[src/rtl/fec_stat_pkg.sv]
package fec_stat_pkg;
  // counter slot indices; per-decoder counters follow the fixed ones
  localparam int unsigned SLOT_ZERO  = 0;
  localparam int unsigned SLOT_ONE   = 1;
  localparam int unsigned SLOT_TOTAL = 2;
  localparam int unsigned SLOT_DEC0  = 3;

  function automatic int unsigned inc_width(input int unsigned ndec, input int unsigned cw);
    return cw + 1 + $clog2(ndec);
  endfunction
endpackage

[src/rtl/fec_corr_sum.sv]
module fec_corr_sum #(
  parameter int unsigned NDEC = 4,
  parameter int unsigned CW   = 4,
  parameter int unsigned IW   = 8
) (
  input  logic [NDEC*CW-1:0]        zero_flat,
  input  logic [NDEC*CW-1:0]        one_flat,
  output logic [IW-1:0]             inc_zero,
  output logic [IW-1:0]             inc_one,
  output logic [IW-1:0]             inc_total,
  output logic [NDEC-1:0][IW-1:0]   inc_dec
);
  localparam int unsigned PAD = IW - CW;

  always_comb begin
    inc_zero = '0;
    inc_one  = '0;
    for (int i = 0; i < NDEC; i++) begin
      inc_zero   = inc_zero + {{PAD{1'b0}}, zero_flat[i*CW +: CW]};
      inc_one    = inc_one  + {{PAD{1'b0}}, one_flat[i*CW +: CW]};
      inc_dec[i] = {{PAD{1'b0}}, zero_flat[i*CW +: CW]}
                 + {{PAD{1'b0}}, one_flat[i*CW +: CW]};
    end
    inc_total = inc_zero + inc_one;
  end
endmodule

[src/rtl/fec_sat_counter.sv]
module fec_sat_counter #(
  parameter int unsigned CNT_W = 32,
  parameter int unsigned IW    = 8
) (
  input  logic                 clk,
  input  logic                 rst_n,
  input  logic                 cnt_en,
  input  logic                 clr,
  input  logic [IW-1:0]        inc,
  output logic [CNT_W/2-1:0]   lo_q,
  output logic [CNT_W/2-1:0]   hold_q
);
  localparam int unsigned HALF = CNT_W / 2;
  localparam int unsigned PAD  = CNT_W + 1 - IW;

  logic [CNT_W-1:0] cnt_q, cnt_d, base;
  logic [CNT_W:0]   sum;
  logic             cnt_upd;

  always_comb begin
    base    = clr ? '0 : cnt_q;
    sum     = {1'b0, base} + {{PAD{1'b0}}, inc};
    cnt_upd = cnt_en | clr;
    if (!cnt_en)
      cnt_d = base;
    else if (sum[CNT_W])
      cnt_d = '1;
    else
      cnt_d = sum[CNT_W-1:0];
  end

  always_ff @(posedge clk or negedge rst_n) begin
    if (!rst_n)
      cnt_q <= '0;
    else if (cnt_upd)
      cnt_q <= cnt_d;
  end

  always_ff @(posedge clk or negedge rst_n) begin
    if (!rst_n)
      hold_q <= '0;
    else if (clr)
      hold_q <= cnt_q[CNT_W-1:HALF];
  end

  assign lo_q = cnt_q[HALF-1:0];


  sat_stick_chk: assert property (@(posedge clk) disable iff (!rst_n)
    (cnt_q == '1 && cnt_en && !clr) |=> cnt_q == '1);

  idle_keep_chk: assert property (@(posedge clk) disable iff (!rst_n)
    (!cnt_en && !clr) |=> $stable(cnt_q));

  clr_zero_chk: assert property (@(posedge clk) disable iff (!rst_n)
    (clr && !cnt_en) |=> cnt_q == '0);

  hold_cap_chk: assert property (@(posedge clk) disable iff (!rst_n)
    clr |=> hold_q == $past(cnt_q[CNT_W-1:HALF]));
endmodule

[src/rtl/fec_corr_regif.sv]
module fec_corr_regif #(
  parameter int unsigned NCTR = 7,
  parameter int unsigned HALF = 16,
  parameter int unsigned AW   = 4
) (
  input  logic                       clk,
  input  logic                       rst_n,
  input  logic                       rd_en,
  input  logic [AW-1:0]              rd_addr,
  input  logic [NCTR-1:0][HALF-1:0]  lo_in,
  input  logic [NCTR-1:0][HALF-1:0]  hold_in,
  output logic [NCTR-1:0]            clr_vec,
  output logic [HALF-1:0]            rd_data,
  output logic                       rd_vld
);
  localparam int unsigned IXW = AW - 1;
  localparam logic [IXW-1:0] LAST_IX = IXW'(NCTR - 1);

  logic [IXW-1:0]  idx;
  logic            hit;
  logic [HALF-1:0] data_d;

  always_comb begin
    idx     = rd_addr[AW-1:1];
    hit     = (idx <= LAST_IX);
    data_d  = '0;
    clr_vec = '0;
    if (rd_en && hit)
      data_d = rd_addr[0] ? hold_in[idx] : lo_in[idx];
    for (int k = 0; k < NCTR; k++)
      clr_vec[k] = rd_en && !rd_addr[0] && (idx == IXW'(k));
  end

  always_ff @(posedge clk or negedge rst_n) begin
    if (!rst_n) begin
      rd_data <= '0;
      rd_vld  <= 1'b0;
    end else begin
      rd_vld <= rd_en;
      if (rd_en)
        rd_data <= data_d;
    end
  end


  rd_vld_on_chk: assert property (@(posedge clk) disable iff (!rst_n)
    rd_en |=> rd_vld);

  rd_vld_off_chk: assert property (@(posedge clk) disable iff (!rst_n)
    !rd_en |=> !rd_vld);

  bad_ix_zero_chk: assert property (@(posedge clk) disable iff (!rst_n)
    (rd_en && !hit) |=> rd_data == '0);
endmodule

[src/rtl/fec_corr_stats.sv]
module fec_corr_stats #(
  parameter int unsigned NDEC  = 4,
  parameter int unsigned CW    = 4,
  parameter int unsigned CNT_W = 32
) (
  input  logic                                   clk,
  input  logic                                   rst_n,
  input  logic                                   enh_mode,
  input  logic [NDEC*CW-1:0]                     zero_fix,
  input  logic [NDEC*CW-1:0]                     one_fix,
  input  logic                                   rd_en,
  input  logic [$clog2(3+NDEC)+1-1:0]            rd_addr,
  output logic [CNT_W/2-1:0]                     rd_data,
  output logic                                   rd_vld
);
  import fec_stat_pkg::*;

  localparam int unsigned NCTR = SLOT_DEC0 + NDEC;
  localparam int unsigned HALF = CNT_W / 2;
  localparam int unsigned AW   = $clog2(NCTR) + 1;
  localparam int unsigned IW   = inc_width(NDEC, CW);

  logic [IW-1:0]            inc_zero, inc_one, inc_total;
  logic [NDEC-1:0][IW-1:0]  inc_dec;
  logic [NCTR-1:0][IW-1:0]  inc_sel;
  logic [NCTR-1:0][HALF-1:0] lo_w, hold_w;
  logic [NCTR-1:0]          clr_w;

  fec_corr_sum #(.NDEC(NDEC), .CW(CW), .IW(IW)) u_sum (
    .zero_flat (zero_fix),
    .one_flat  (one_fix),
    .inc_zero  (inc_zero),
    .inc_one   (inc_one),
    .inc_total (inc_total),
    .inc_dec   (inc_dec)
  );

  for (genvar k = 0; k < NCTR; k++) begin : g_ctr
    if (k == SLOT_ZERO) begin : g_z
      assign inc_sel[k] = inc_zero;
    end else if (k == SLOT_ONE) begin : g_o
      assign inc_sel[k] = inc_one;
    end else if (k == SLOT_TOTAL) begin : g_t
      assign inc_sel[k] = inc_total;
    end else begin : g_d
      assign inc_sel[k] = inc_dec[k-SLOT_DEC0];
    end

    fec_sat_counter #(.CNT_W(CNT_W), .IW(IW)) u_cnt (
      .clk    (clk),
      .rst_n  (rst_n),
      .cnt_en (enh_mode),
      .clr    (clr_w[k]),
      .inc    (inc_sel[k]),
      .lo_q   (lo_w[k]),
      .hold_q (hold_w[k])
    );
  end

  fec_corr_regif #(.NCTR(NCTR), .HALF(HALF), .AW(AW)) u_regif (
    .clk     (clk),
    .rst_n   (rst_n),
    .rd_en   (rd_en),
    .rd_addr (rd_addr),
    .lo_in   (lo_w),
    .hold_in (hold_w),
    .clr_vec (clr_w),
    .rd_data (rd_data),
    .rd_vld  (rd_vld)
  );


  total_split_chk: assert property (@(posedge clk) disable iff (!rst_n)
    inc_total == inc_sel[SLOT_ZERO] + inc_sel[SLOT_ONE]);
endmodule

[config.mk]
export PLATFORM = sky130hd
export DESIGN_NAME = fec_corr_stats
export DESIGN_NICKNAME = d
export VERILOG_FILES = /design/src/rtl/fec_stat_pkg.sv /design/src/rtl/fec_corr_sum.sv /design/src/rtl/fec_sat_counter.sv /design/src/rtl/fec_corr_regif.sv /design/src/rtl/fec_corr_stats.sv
export SDC_FILE = /design/constraint.sdc
export NUM_CORES = 1
export LEC_CHECK = 0
export BUFFER_PORTS_ARGS = -buffer_cell sky130_fd_sc_hd__buf_2
export CAP_MARGIN = 20
export CORE_ASPECT_RATIO = 0.6
export CORE_UTILIZATION = 35
export DETAILED_ROUTE_END_ITERATION = 8
export GPL_TIMING_DRIVEN = 0
export SLEW_MARGIN = 20
export SYNTH_ARGS = -nofsm -noshare
export SYNTH_HDL_FRONTEND = slang
export SYNTH_SLANG_ARGS = --single-unit
[constraint.sdc]
create_clock -name clk -period 2.85 [get_ports clk]
set_input_delay 0.285 -clock clk [delete_from_list [all_inputs] [get_ports clk]]
set_output_delay 0.285 -clock clk [all_outputs]
set_load 0.1 [all_outputs]
### Yosys cells after proc, flatten, opt, wreduce, memory -nomap -nowiden

Cells that the tools add are included.

* register bits after elaboration: 353
* input port bits: 40
* output and inout bits: 17
* logic and storage cells: 87

* add/subtract/negate cells: 18
* order comparisons: 2
* eq/ne operators: 6
* multiplexer cells: 27
* bitwise logic cells: 7
* reductions and logical operators: 11

Operators with widths (count)
* $mux W32: 21
* $add A32 B5 Y33: 4
* $add A32 B7 Y33: 3
* $bmux W16 S3: 2
* $mux W16: 4
* $add A4 B4 Y5: 6
* $add A7 B4 Y7: 4
* $eq A3 B3 Y1 const B: 3
* $logic_and A1 B1 Y1: 9
* $add A7 B7 Y7: 1
* $or A1 B1 Y1: 7
* $eq A3 B2 Y1 const B: 2
* $lt A3 B4 Y1 const B: 1
* $eq A3 B1 Y1 const B: 1
* $le A3 B3 Y1 const B: 1
* $logic_not A3 Y1: 1
* $logic_not A1 Y1: 1

### Longest topological paths before layout

Gate-level depths: netlist (run 1).

* depth after elaboration: 7
* gate-level depth with buffers: 21
* gate-level depth less buffers: 21

### By module

From an unflattened synthesis (run 1), not the netlist that was laid out.

* cell total of the unflattened synthesis: 2372
* area, all modules: 24514.8 um2

By module, submodules not included
* fec_sat_counter (g_ctr[0].u_cnt ...): times used 3, cells each 274, area an instance 2937.8 um2, sequential area each 1201.2 um2
* fec_sat_counter (g_ctr[3].u_cnt): times used 1, cells each 303, area an instance 3081.7 um2, sequential area each 1201.2 um2
* fec_sat_counter (g_ctr[2].u_cnt): times used 1, cells each 287, area an instance 2930.3 um2, sequential area each 1201.2 um2
* fec_sat_counter (g_ctr[6].u_cnt): times used 1, cells each 269, area an instance 2859.0 um2, sequential area each 1201.2 um2
* fec_sat_counter (g_ctr[5].u_cnt): times used 1, cells each 266, area an instance 2803.9 um2, sequential area each 1201.2 um2
* fec_corr_regif: times used 1, cells each 258, area an instance 2533.7 um2, sequential area each 425.4 um2
* fec_corr_sum: times used 1, cells each 167, area an instance 1492.7 um2, sequential area each 0.0 um2

### Least setup slack after synthesis (run 1)

OpenSTA, ideal clock, no wires.

* kind: input to register
* start: in zero_fix[0]
* end: reg g_ctr[2].u_cnt.cnt_q[30]
* data arrival time: 4785 ps
* path slack: -2066 ps
* cell stages on the path: 18
* path buffers: 1
* cells stage by stage: ha_1 fa_1 fa_1 ha_1 fa_1 ha_1 a21o_1 a21o_1 maj3_1 a21o_1 ha_1 o21a_1 o21ai_0 nor3_1 clkbuf_1 and4_1 mux2i_1 nor2_1

* word-level cells in the longest chain between the ends: 7

RTL lines
* start, declared: RTL line fec_corr_stats.sv:9 `input logic [NDEC*CW-1:0] zero_fix,`
* $add A4 B4 Y5: RTL line fec_corr_sum.sv:19 `inc_zero = inc_zero + {{PAD{1'b0}}, zero_flat[i*CW +: CW]};`
* $add A7 B4 Y7 (2 in series): RTL line fec_corr_sum.sv:19
* $add A7 B7 Y7: RTL line fec_corr_sum.sv:24 `inc_total = inc_zero + inc_one;`
* $add A32 B7 Y33: RTL line fec_sat_counter.sv:22 `sum = {1'b0, base} + {{PAD{1'b0}}, inc};`
* $mux W32: RTL line fec_sat_counter.sv:26 `else if (sum[CNT_W])`
* $mux W32: RTL line fec_sat_counter.sv:24 `if (!cnt_en)`
* end signal, assigned: RTL line fec_sat_counter.sv:36 `cnt_q <= cnt_d;`
* end, declared: RTL line fec_sat_counter.sv:16 `logic [CNT_W-1:0] cnt_q, cnt_d, base;`

Every way passes these cells.
A chain may end at the register's enable or synchronous reset.

### Final worst setup path (run 1)

* start: in one_fix[4]
* end: reg g_ctr[2].u_cnt.cnt_q[15]

* word-level cells in the longest chain between the ends: 7

RTL lines
* start, declared: RTL line fec_corr_stats.sv:10 `input logic [NDEC*CW-1:0] one_fix,`
* $add A4 B4 Y5: RTL line fec_corr_sum.sv:20 `inc_one = inc_one + {{PAD{1'b0}}, one_flat[i*CW +: CW]};`
* $add A7 B4 Y7 (2 in series): RTL line fec_corr_sum.sv:20
* $add A7 B7 Y7: RTL line fec_corr_sum.sv:24
* $add A32 B7 Y33: RTL line fec_sat_counter.sv:22
* $mux W32: RTL line fec_sat_counter.sv:26
* $mux W32: RTL line fec_sat_counter.sv:24

Every way passes these cells.

==> impl_metrics.csv, run 1 <==
group,metric,value,unit
status,status,"finished with violations",
status,violations,"negative setup slack",
finish,fin_nets,2508,
clocking,clockBufferDepth,3,
timing,tightest_slew,1.112,ns
global_route,gr-total-overflow,0,
clocking,clk_pin_slew,0.06,ns
finish,n_fill_cell,5430,
placement,hpwl,55070,microns
yosys,ys_ff_latch,353,
finish,drive_above_1_share,20.66,%
detailed_routing,wl,72080,microns
detailed_routing,dr.pass1.iters,5,
pwr,p_per_area,855.4,nW/um^2
timing,hold_viol,0,
detailed_routing,drc,0,
worst_setup_path,reg2reg_to,"g_ctr[5].u_cnt.cnt_q[15]",
yosys,synth_warnings,0,
placement,placedInstanceArea,22870,sq um
die,coreArea,57940,sq um
yosys,syn_area_per_cell,9.305,sq um
yosys,syn_nets,2352,
finish,final_area,25740,sq um
die,row_count,68,
yosys,async_flop_share,100.0,%
detailed_routing,wl_per_cell,22.70,microns
finish,num_antenna_cells,0,
worst_setup_path,r2r_cells,12,
yosys,synth_seq_area_share,42.74,%
clocking,numCtsBuffers,37,
clocking,cts_sinks,353,
global_route,grt_first_pass_wirelength,107300,microns
worst_setup_path,cp.arrival,4.99,ns
detailed_routing,drt_iter0_drc,1789,
yosys,synth_edf_count,0,
yosys,synthTopCellsByArea,"dfrtp_1, nand2_1, xnor2_1, fa_1, mux4_2",
worst_setup_path,crit_path_end_kind,"flip-flop",
placement,io_buffers,52,
die,start_util,35.67,%
worst_setup_path,r2r_start,"g_ctr[5].u_cnt.cnt_q[1]",
global_route,antenna_found_initial,0,
detailed_routing,vias,17500,
yosys,yosys-top-cells-count,"nand2_1, dfrtp_1, o21ai_0",
die,dieArea,60050,sq um
clocking,cts_root_buf,"clkbuf_16",
worst_setup_path,rrSetupSlack,-0.33,ns
pwr,ir_drop,0.8958,mV
clocking,cts_tree,"done",
run,maxCapViolCount,0,
yosys,synth.most_common_cell,"nand2_1",
timing,rsz0062_at_grt,"true",
timing,fmax,218.8,MHz
die,die_h,190.2,microns
worst_setup_path,path_class,"input port to flip-flop",
timing,setup_viol,186,
clocking,clkLatencyLatePin,0.56,ns
placement,preCtsSetupSlack,-2.726,ns
yosys,synth.top_cell.area_share,42.74,%
yosys,syn-cell-area,20670,sq um
global_route,grt_pass1_vias,16730,
pwr,leakage,11.57,nW
yosys,yosys.cell_types.count,74,
worst_setup_path,cp-start-kind,"input port",
timing,fin_skew,0.02350,ns
detailed_routing,vias_per_cell,5.510,
yosys,synth_top_flop_cell,"dfrtp_1",
min_path,hp-class,"input port to flip-flop",
timing,slew_viol_final,0,
global_route,grt_max_degree,96,
min_path,hp-start,"zero_fix[4]",
die,dieWidth,315.7,microns
min_path,hold_depth,4,
timing,timing.final.crit_share,160.4,%
yosys,yosysTopAreaCell,"dfrtp_1",
detailed_routing,drtAntennaViolNets,0,
timing,fin_crit,4.571,ns
worst_setup_path,crit_required,3.27,ns
timing,finalWorstSetupSlack,-1.721,ns
timing,slew_headroom,25.86,%
min_path,holdPathEnd,"g_ctr[4].u_cnt.cnt_q[0]",
worst_setup_path,crit_fanout,10,
placement,gp_congestion,0.9824,
global_route,grt_util_all_layers,23.90,%
die,io_pins,57,
finish,area_delta_synth_final,24.57,%
finish,finish.utilization,44.43,%
clocking,htree_levels,2,
yosys,syn_inst,2221,
[kinds of logic after synthesis]
group,share of synthesized area [%]
DFF,42.74
adders and majority gates,6.866
AOI/OAI and AO/OA,11.64
muxes,6.163
and+or+nand+nor,20.54
buffers and inverters,3.911
xor gates and xnor gates,8.137
[critical path, cell delays in order]
cell and delay [ns]:
buf_8 0.10, ha_4 0.15, fa_2 0.56, fa_1 0.42, ha_2 0.21, fa_2 0.62, ha_4 0.23, a21o_1 0.20
a21o_1 0.20, maj3_2 0.29, a21o_1 0.19, ha_4 0.17, or3_4 0.37, buf_12 0.15, a211oi_4 0.24, nor3_4 0.09
buf_12 0.16, nand4_1 0.08, xor2_1 0.18, o21ai_1 0.08
[sequential cells by signal, summed over array words and instances (netlist names)]
signal	cells
u_regif.rd_data	16
g_ctr.u_cnt.cnt_q	224
u_regif.rd_vld	1
g_ctr.u_cnt.hold_q	112
[power by group]
part	internal, mW	switching (mW)	leakage [nW]
combinational	4.77	5.78	6.20
sequential	5.59	0.697	4.76
clock	2.98	2.21	0.616
[placed cells by master (no fill, tap or decap), types with 16 or more instances in the layout]
cell       count
a21o_1        32
a21oi_1       51
a31oi_1       16
and2_1        29
and3_1        32
buf_2         52
buf_4         38
buf_6         28
clkbuf_1      70
clkbuf_16     42
clkbuf_8      18
dfrtp_1      353
fa_1          27
ha_1          32
inv_1         83
mux2i_1       53
mux4_2        32
nand2_1      449
nand2_2       17
nand3_1       58
nand4_1       29
nor2_1       105
nor3_1        17
nor3_2        17
o21ai_0       63
o21ai_1       74
o22a_1        17
o22ai_1       20
xnor2_1      105
xor2_1        79
[timing repair]
item                       CTS  global route
hold endpoints to repair    50             0
setup endpoints to repair  202           224
hold buffers                 2             0
buffers inserted            24            36
gates resized for setup     83           175
pin swaps                   28            56
gates cloned                 2             3
[worst max path at each step]
stage                startpoint                        to  slack (ns)  cells past startpoint
CTS                  one_fix[0]  g_ctr[2].u_cnt.cnt_q[30]       -1.61                     20
detailed placement  zero_fix[1]  g_ctr[2].u_cnt.cnt_q[15]       -2.73                     22
global route         one_fix[4]  g_ctr[2].u_cnt.cnt_q[15]       -1.79                     20
floorplan            one_fix[0]  g_ctr[2].u_cnt.cnt_q[15]       -1.86                     18
global placement          rst_n  g_ctr[4].u_cnt.cnt_q[20]       -5.60                      1
finish               one_fix[4]  g_ctr[2].u_cnt.cnt_q[15]       -1.72                     20
[per-layer routing]
| metal | vias up | part of all wire (%) | GRT usage [%] |
|---|---|---|---|
| li1 | 7950 | - | - |
| met1 | 8710 | 50 | 39.05 |
| met2 | 752 | 35 | 27.88 |
| met3 | 87 | 13 | 10.06 |
| met4 | 2 | 1.6 | 3.920 |
| met5 | - | 0.11 | 0 |
[stage by stage]
stage	hold WS (ns)	setup TNS (ns)	instances	power [mW]
after floorplan	-0.01059	-120.25	2221	12.29
after global routing	0.1839	-131.76	3176	22.95
after CTS	0.1524	-125.71	3142	20.56
final	0.1711	-115.38	3176	22.02
after global placement	0.4586	-2230.82	3043	14.14
after detailed placement	0.2467	-281.75	3047	14.42
[cell type report]
type	count	area, sq um	share of cell area, %
Multi-Input combinational cell	1669	12480	48.47
Sequential cell	353	8833	34.31
Timing Repair Buffer	122	1145	4.447
Clock buffer	54	1102	4.282
Tap cell	770	963.4	3.742
Buffer	104	720.7	2.799
Inverter	90	337.8	1.312
Clock inverter	14	163.9	0.6367
(Power assumes the default switching activity.)
==> run 2: changes to the inputs <==
Settings changed: CORE_MARGIN set to 8, SKIP_LAST_GASP set to 1.
==> run 2 against run 1 <==
- the flow still finishes with violations (negative setup slack)
- sequential power is essentially flat
- die area rose by 12%
- via count grew 0.77%
- first-iteration DRC count increased by 12%
- critical path depth shrank 1
- maximum frequency increased by 3.9%
- combinational power is essentially flat
- critical path type unchanged
- largest cell class unchanged
- largest power group unchanged
==> impl_metrics.csv, run 2 (synthesized netlist as in run 1, its figures left out) <==
group,metric,value,unit
status,status,"finished with violations",
status,violations,"negative setup slack",
clocking,cts_sinks,353,
timing,fin_skew,0.03237,ns
worst_setup_path,crit_path_end_kind,"flip-flop",
global_route,grt_util_all_layers,20.71,%
worst_setup_path,crit_required,3.27,ns
clocking,clockBufferDepth,3,
timing,fin_hold_ws,0.1656,ns
run,maxCapViolCount,0,
die,coreArea,58790,sq um
timing,timing.final.crit_share,154.3,%
worst_setup_path,cp.arrival,4.81,ns
placement,preCtsSetupSlack,-2.668,ns
detailed_routing,drt_iter0_drc,2010,
finish,fin_nets,2517,
die,die_h,204.2,microns
pwr,fin_total_pwr,22.08,mW
clocking,clk_pin_slew,0.07,ns
placement,placedInstanceArea,22890,sq um
finish,top_regs,"g_ctr.u_cnt.cnt_q: 224 flops, g_ctr.u_cnt.hold_q: 112 flops, u_regif.rd_data: 16 flops",
worst_setup_path,cp-start-kind,"input port",
placement,io_buffers,52,
timing,rsz0062_at_grt,"true",
min_path,hp-class,"input port to flip-flop",
clocking,numCtsBuffers,38,
detailed_routing,wl_per_cell,22.67,microns
die,row_count,69,
finish,largest_reg_flops,224,
finish,drive_above_1_share,20.34,%
timing,setup_viol,203,
timing,slew_viol_final,0,
die,dieWidth,329.7,microns
worst_setup_path,crit_fanout,10,
clocking,cts_tree,"done",
timing,slew_headroom,16.99,%
finish,final_area,25720,sq um
detailed_routing,drc,0,
detailed_routing,dr.pass1.iters,6,
detailed_routing,wl,72450,microns
global_route,grt_max_degree,93,
global_route,antenna_found_initial,2,
global_route,gr-total-overflow,0,
placement,hpwl,54770,microns
pwr,leakage,11.61,nW
die,dieArea,67330,sq um
timing,tightest_slew,1.245,ns
pwr,ir_drop,0.9013,mV
global_route,grt_first_pass_wirelength,106400,microns
clocking,clkLatencyLatePin,0.56,ns
finish,top_register,"g_ctr.u_cnt.cnt_q",
global_route,grt_pass1_vias,16620,
timing,hold_viol,0,
clocking,cts_root_buf,"clkbuf_16",
pwr,p_per_area,858.4,nW/um^2
die,io_pins,57,
clocking,htree_levels,2,
timing,fmax,227.4,MHz
finish,final_cell_mix,"nand2_1, dfrtp_1, nor2_1",
detailed_routing,vias_per_cell,5.518,
timing,finalWorstSetupSlack,-1.548,ns
placement,gp_congestion,0.9491,
worst_setup_path,path_class,"input port to flip-flop",
die,start_util,35.15,%
timing,fin_crit,4.398,ns
detailed_routing,drtAntennaViolNets,0,
detailed_routing,vias,17640,
finish,final_common_cell,"nand2_1",
finish,area_delta_synth_final,24.47,%
run 2: power breakdown:
part | internal [mW] | switching, mW | leakage, nW
Combinational | 4.72 | 5.74 | 6.20
Sequential | 5.59 | 0.669 | 4.76
Clock | 3.16 | 2.20 | 0.647
Total | 13.5 | 8.61 | 11.6
run 2: layout make-up:
type / instances / area, sq um
Fill cell: 5614 / 33070
Multi-Input combinational cell: 1670 / 12470
Sequential cell: 353 / 8833
Clock buffer: 53 / 1099
Timing Repair Buffer: 126 / 1076
Tap cell: 781 / 977.2
Buffer: 107 / 714.4
Inverter: 90 / 337.8
Clock inverter: 15 / 214.0
Antenna cell: 1 / 2.502
run 2: path summary, 6_finish.rpt:
| path | from | to | slack (ns) | cells past startpoint |
|---|---|---|---|---|
| max | zero_fix[0] | g_ctr[2].u_cnt.cnt_q[21] | -1.55 | 19 |
| min | rd_en | u_regif.rd_data[15] | 0.17 | 4 |
| max reg2reg | g_ctr[3].u_cnt.cnt_q[1] | g_ctr[3].u_cnt.cnt_q[31] | -0.37 | 12 |
| min reg2reg | g_ctr[2].u_cnt.hold_q[5] | g_ctr[2].u_cnt.hold_q[5] | 0.47 | 2 |
| max in group asynchronous | rst_n | g_ctr[4].u_cnt.cnt_q[21] | 1.48 | 4 |
| min in group asynchronous | rst_n | g_ctr[1].u_cnt.cnt_q[22] | 0.19 | 2 |
run 2: stage by stage:
stage / instances / utilization, % / TNS, ns
global placement: 3054 / 38.72 / -2243.96
detailed placement: 3058 / 38.93 / -282.14
CTS: 3142 / 41.70 / -139.77
floorplan: 2221 / - / -120.25
finish: 3196 / 43.75 / -120.18
global route: 3195 / 43.75 / -141.96
run 2: routing by layer:
metal	global-route usage (%)	up-vias	share of wire, %
met3	8.686	77	14
met5	0	-	0
li1	-	7955	-
met1	33.75	8756	49
met2	24.44	847	35
met4	3.223	0	1.4
run 2: critical path: stages:
cell and delay [ns]:
buf_6 0.10, ha_4 0.15, fa_2 0.53, fa_1 0.42
ha_2 0.21, fa_2 0.58, ha_4 0.22, a21o_1 0.18
a21o_1 0.19, maj3_2 0.29, a21o_1 0.20, ha_4 0.17
or3_4 0.39, a211oi_4 0.28, nor3_4 0.08, buf_12 0.16
nand3_1 0.10, xor2_1 0.17, o21ai_1 0.08
run 2: what timing repair did:
action,4_1_cts,5_1_grt
pin swaps,9,64
setup endpoints to repair,208,224
resized for setup,31,196
gates cloned,1,5
hold endpoints to repair,50,0
buffers inserted,13,52
hold buffers,2,0
==> run 3: changes to the inputs <==
Settings changed: CORE_UTILIZATION 35 to 55, PLACE_DENSITY set to 0.74.
==> run 3 against run 2 <==
- the flow still finishes with violations (negative setup slack)
- combinational power shrank 9%
- first-iteration DRC count grew 23%
- clock skew shrank 0.018 ns
- core utilization grew 24 points
- clock power shrank 5.4%
- total power shrank 5.4%
- global-route usage grew 9.2 points
==> impl_metrics.csv, run 3 (synthesized netlist as in run 1, its figures left out) <==
group,metric,value,unit
pwr,leakage,11.72,nW
pwr,p_per_area,824.0,nW/um^2
worst_setup_path,cp.arrival,4.77,ns
global_route,grtUsageMet1,46.63,%
finish,largest_reg_flops,224,
die,dieArea,44240,sq um
placement,io_buffers,52,
min_path,hold_depth,4,
worst_setup_path,crit_fanout,5,
detailed_routing,vias_per_cell,6.200,
detailed_routing,dr.pass1.iters,5,
worst_setup_path,cp-start-kind,"input port",
worst_setup_path,cp_cell_sequence,"buf_8, ha_4, fa_2, fa_1, ha_2, fa_2, ha_4, a21o_1, a21o_1, maj3_2, a21o_1, ha_4, or3_4, a211oi_4, nor3_4, buf_6, buf_6, nand2_4, xor2_2, o21ai_1",
clocking,htree_levels,2,
detailed_routing,drt_iter0_drc,2481,
timing,rsz0062_at_grt,"true",
worst_setup_path,critical_path.top_delay_family,"adder cells",
global_route,grt_max_degree,99,
status,violations,"negative setup slack",
worst_setup_path,worstSetupPathDepth,20,
clocking,numCtsBuffers,37,
global_route,antenna_found_initial,1,
finish,top_register,"g_ctr.u_cnt.cnt_q",
die,io_pins,57,
timing,tightest_slew,1.151,ns
clocking,clkLatencyLatePin,0.54,ns
placement,gp_congestion,1.010,
die,coreArea,37370,sq um
global_route,grt.busiest_layer,"met1",
finish,drive_above_1_share,20.21,%
finish,finish.utilization,67.82,%
detailed_routing,drc,0,
finish,area_delta_synth_final,22.62,%
global_route,grt_pass1_vias,17130,
placement,hpwl,51330,microns
timing,timing.final.crit_share,153.0,%
detailed_routing,vias,18240,
worst_setup_path,worst-path-buf-inv,3,
worst_setup_path,worst_path_largest_cell_delay,0.57,ns
global_route,grt_util_all_layers,29.95,%
timing,finalSetupTns,-126.37,ns
status,status,"finished with violations",
finish,top_regs,"g_ctr.u_cnt.cnt_q: 224 flops, g_ctr.u_cnt.hold_q: 112 flops, u_regif.rd_data: 16 flops",
detailed_routing,wl_per_cell,23.48,microns
clocking,cts_sinks,353,
min_path,hp-class,"input port to flip-flop",
die,dieWidth,266.3,microns
timing,setup_viol,196,
run,maxCapViolCount,0,
detailed_routing,wl,69080,microns
global_route,met2_usage,36.40,%
worst_setup_path,crit_path_end_kind,"flip-flop",
die,start_util,55.31,%
timing,slew_viol_final,0,
die,row_count,55,
finish,fin_nets,2533,
pwr,ir_drop,1.691,mV
clocking,cts_root_buf,"clkbuf_16",
finish,final_cell_mix,"nand2_1, dfrtp_1, nor2_1",
finish,num_antenna_cells,0,
worst_setup_path,r2r_cells,13,
detailed_routing,drtAntennaViolNets,0,
timing,fin_crit,4.361,ns
global_route,met3_usage,14.02,%
clocking,clk_pin_slew,0.06,ns
timing,slew_headroom,23.28,%
worst_setup_path,path_class,"input port to flip-flop",
worst_setup_path,slowest_stage,"fa_2",
clocking,cts_tree,"done",
timing,fmax,229.3,MHz
timing,finalWorstSetupSlack,-1.511,ns
worst_setup_path,crit_required,3.26,ns
clocking,clockBufferDepth,3,
die,die_h,166.2,microns
finish,final_common_cell,"nand2_1",
global_route,grt_first_pass_wirelength,102500,microns
timing,hold_viol,0,
global_route,gr-total-overflow,0,
timing,fin_skew,0.01445,ns
run 3: changes by cell type in the layout (fill, tap and decap cells not counted), sizes merged:
cell,change
a41oi,-1
buf,+16
bufinv,-3
clkbuf,+3
clkinv,-1
clkinvlp,+1
diode,-1
run 3: cell type report:
| type | count | area (sq um) |
|---|---|---|
| Sequential cell | 353 | 8833 |
| Clock buffer | 54 | 1132 |
| Fill cell | 2807 | 12030 |
| Inverter | 90 | 337.8 |
| Tap cell | 513 | 641.9 |
| Buffer | 108 | 724.4 |
| Timing Repair Buffer | 143 | 1249 |
| Multi-Input combinational cell | 1669 | 12300 |
| Clock inverter | 12 | 125.1 |
run 3: worst paths after layout:
check	from	end	slack, ns
max in group asynchronous	rst_n	g_ctr[5].u_cnt.cnt_q[23]	1.17
max	zero_fix[0]	g_ctr[2].u_cnt.cnt_q[19]	-1.51
min in group asynchronous	rst_n	g_ctr[2].u_cnt.cnt_q[26]	0.30
max reg2reg	g_ctr[5].u_cnt.cnt_q[1]	g_ctr[5].u_cnt.cnt_q[15]	-0.72
min reg2reg	g_ctr[3].u_cnt.hold_q[14]	g_ctr[3].u_cnt.hold_q[14]	0.48
min	one_fix[4]	g_ctr[4].u_cnt.cnt_q[0]	0.21
run 3: worst min-delay path: stages:
cell     delay [ns]
buf_8          0.10
inv_1          0.07
fa_2           0.19
a22oi_1        0.06
run 3: timing repair:
action,CTS,global route
cloned,1,6
pin swaps,23,37
setup buffers,22,59
gates resized for setup,42,136
endpoints found under the hold margin,80,0
setup endpoints to repair,198,224
hold buffers,2,0
run 3: power by group:
group	internal, mW	switching (mW)	leakage, nW
Combinational	4.26	5.29	6.34
Sequential	5.59	0.674	4.76
Clock	2.95	2.12	0.621
run 3: metal layers:
layer | part of all wire (%) | vias to the layer above | wire (microns)
met1 | 44 | 9002 | 30410
li1 | - | 7999 | -
met5 | 0.12 | - | 85
met3 | 16 | 125 | 11060
met4 | 2.4 | 2 | 1635
met2 | 37 | 1111 | 25890
run 3: stage by stage:
stage          hold slack [ns]  worst slack (ns)  std cells  power (mW)  area (sq um)
2_1_floorplan         -0.01059            -1.856       2221       12.29         21530
3_3_place_gp            0.4607            -5.392       2786       13.97         22430
3_5_place_dp            0.3172            -2.662       2789       14.26         22520
4_1_cts                 0.1690            -1.481       2880       19.76         24200
5_1_grt                 0.2252            -1.658       2942       21.83         25340
6_report                0.2109            -1.511       2942       20.88         25340
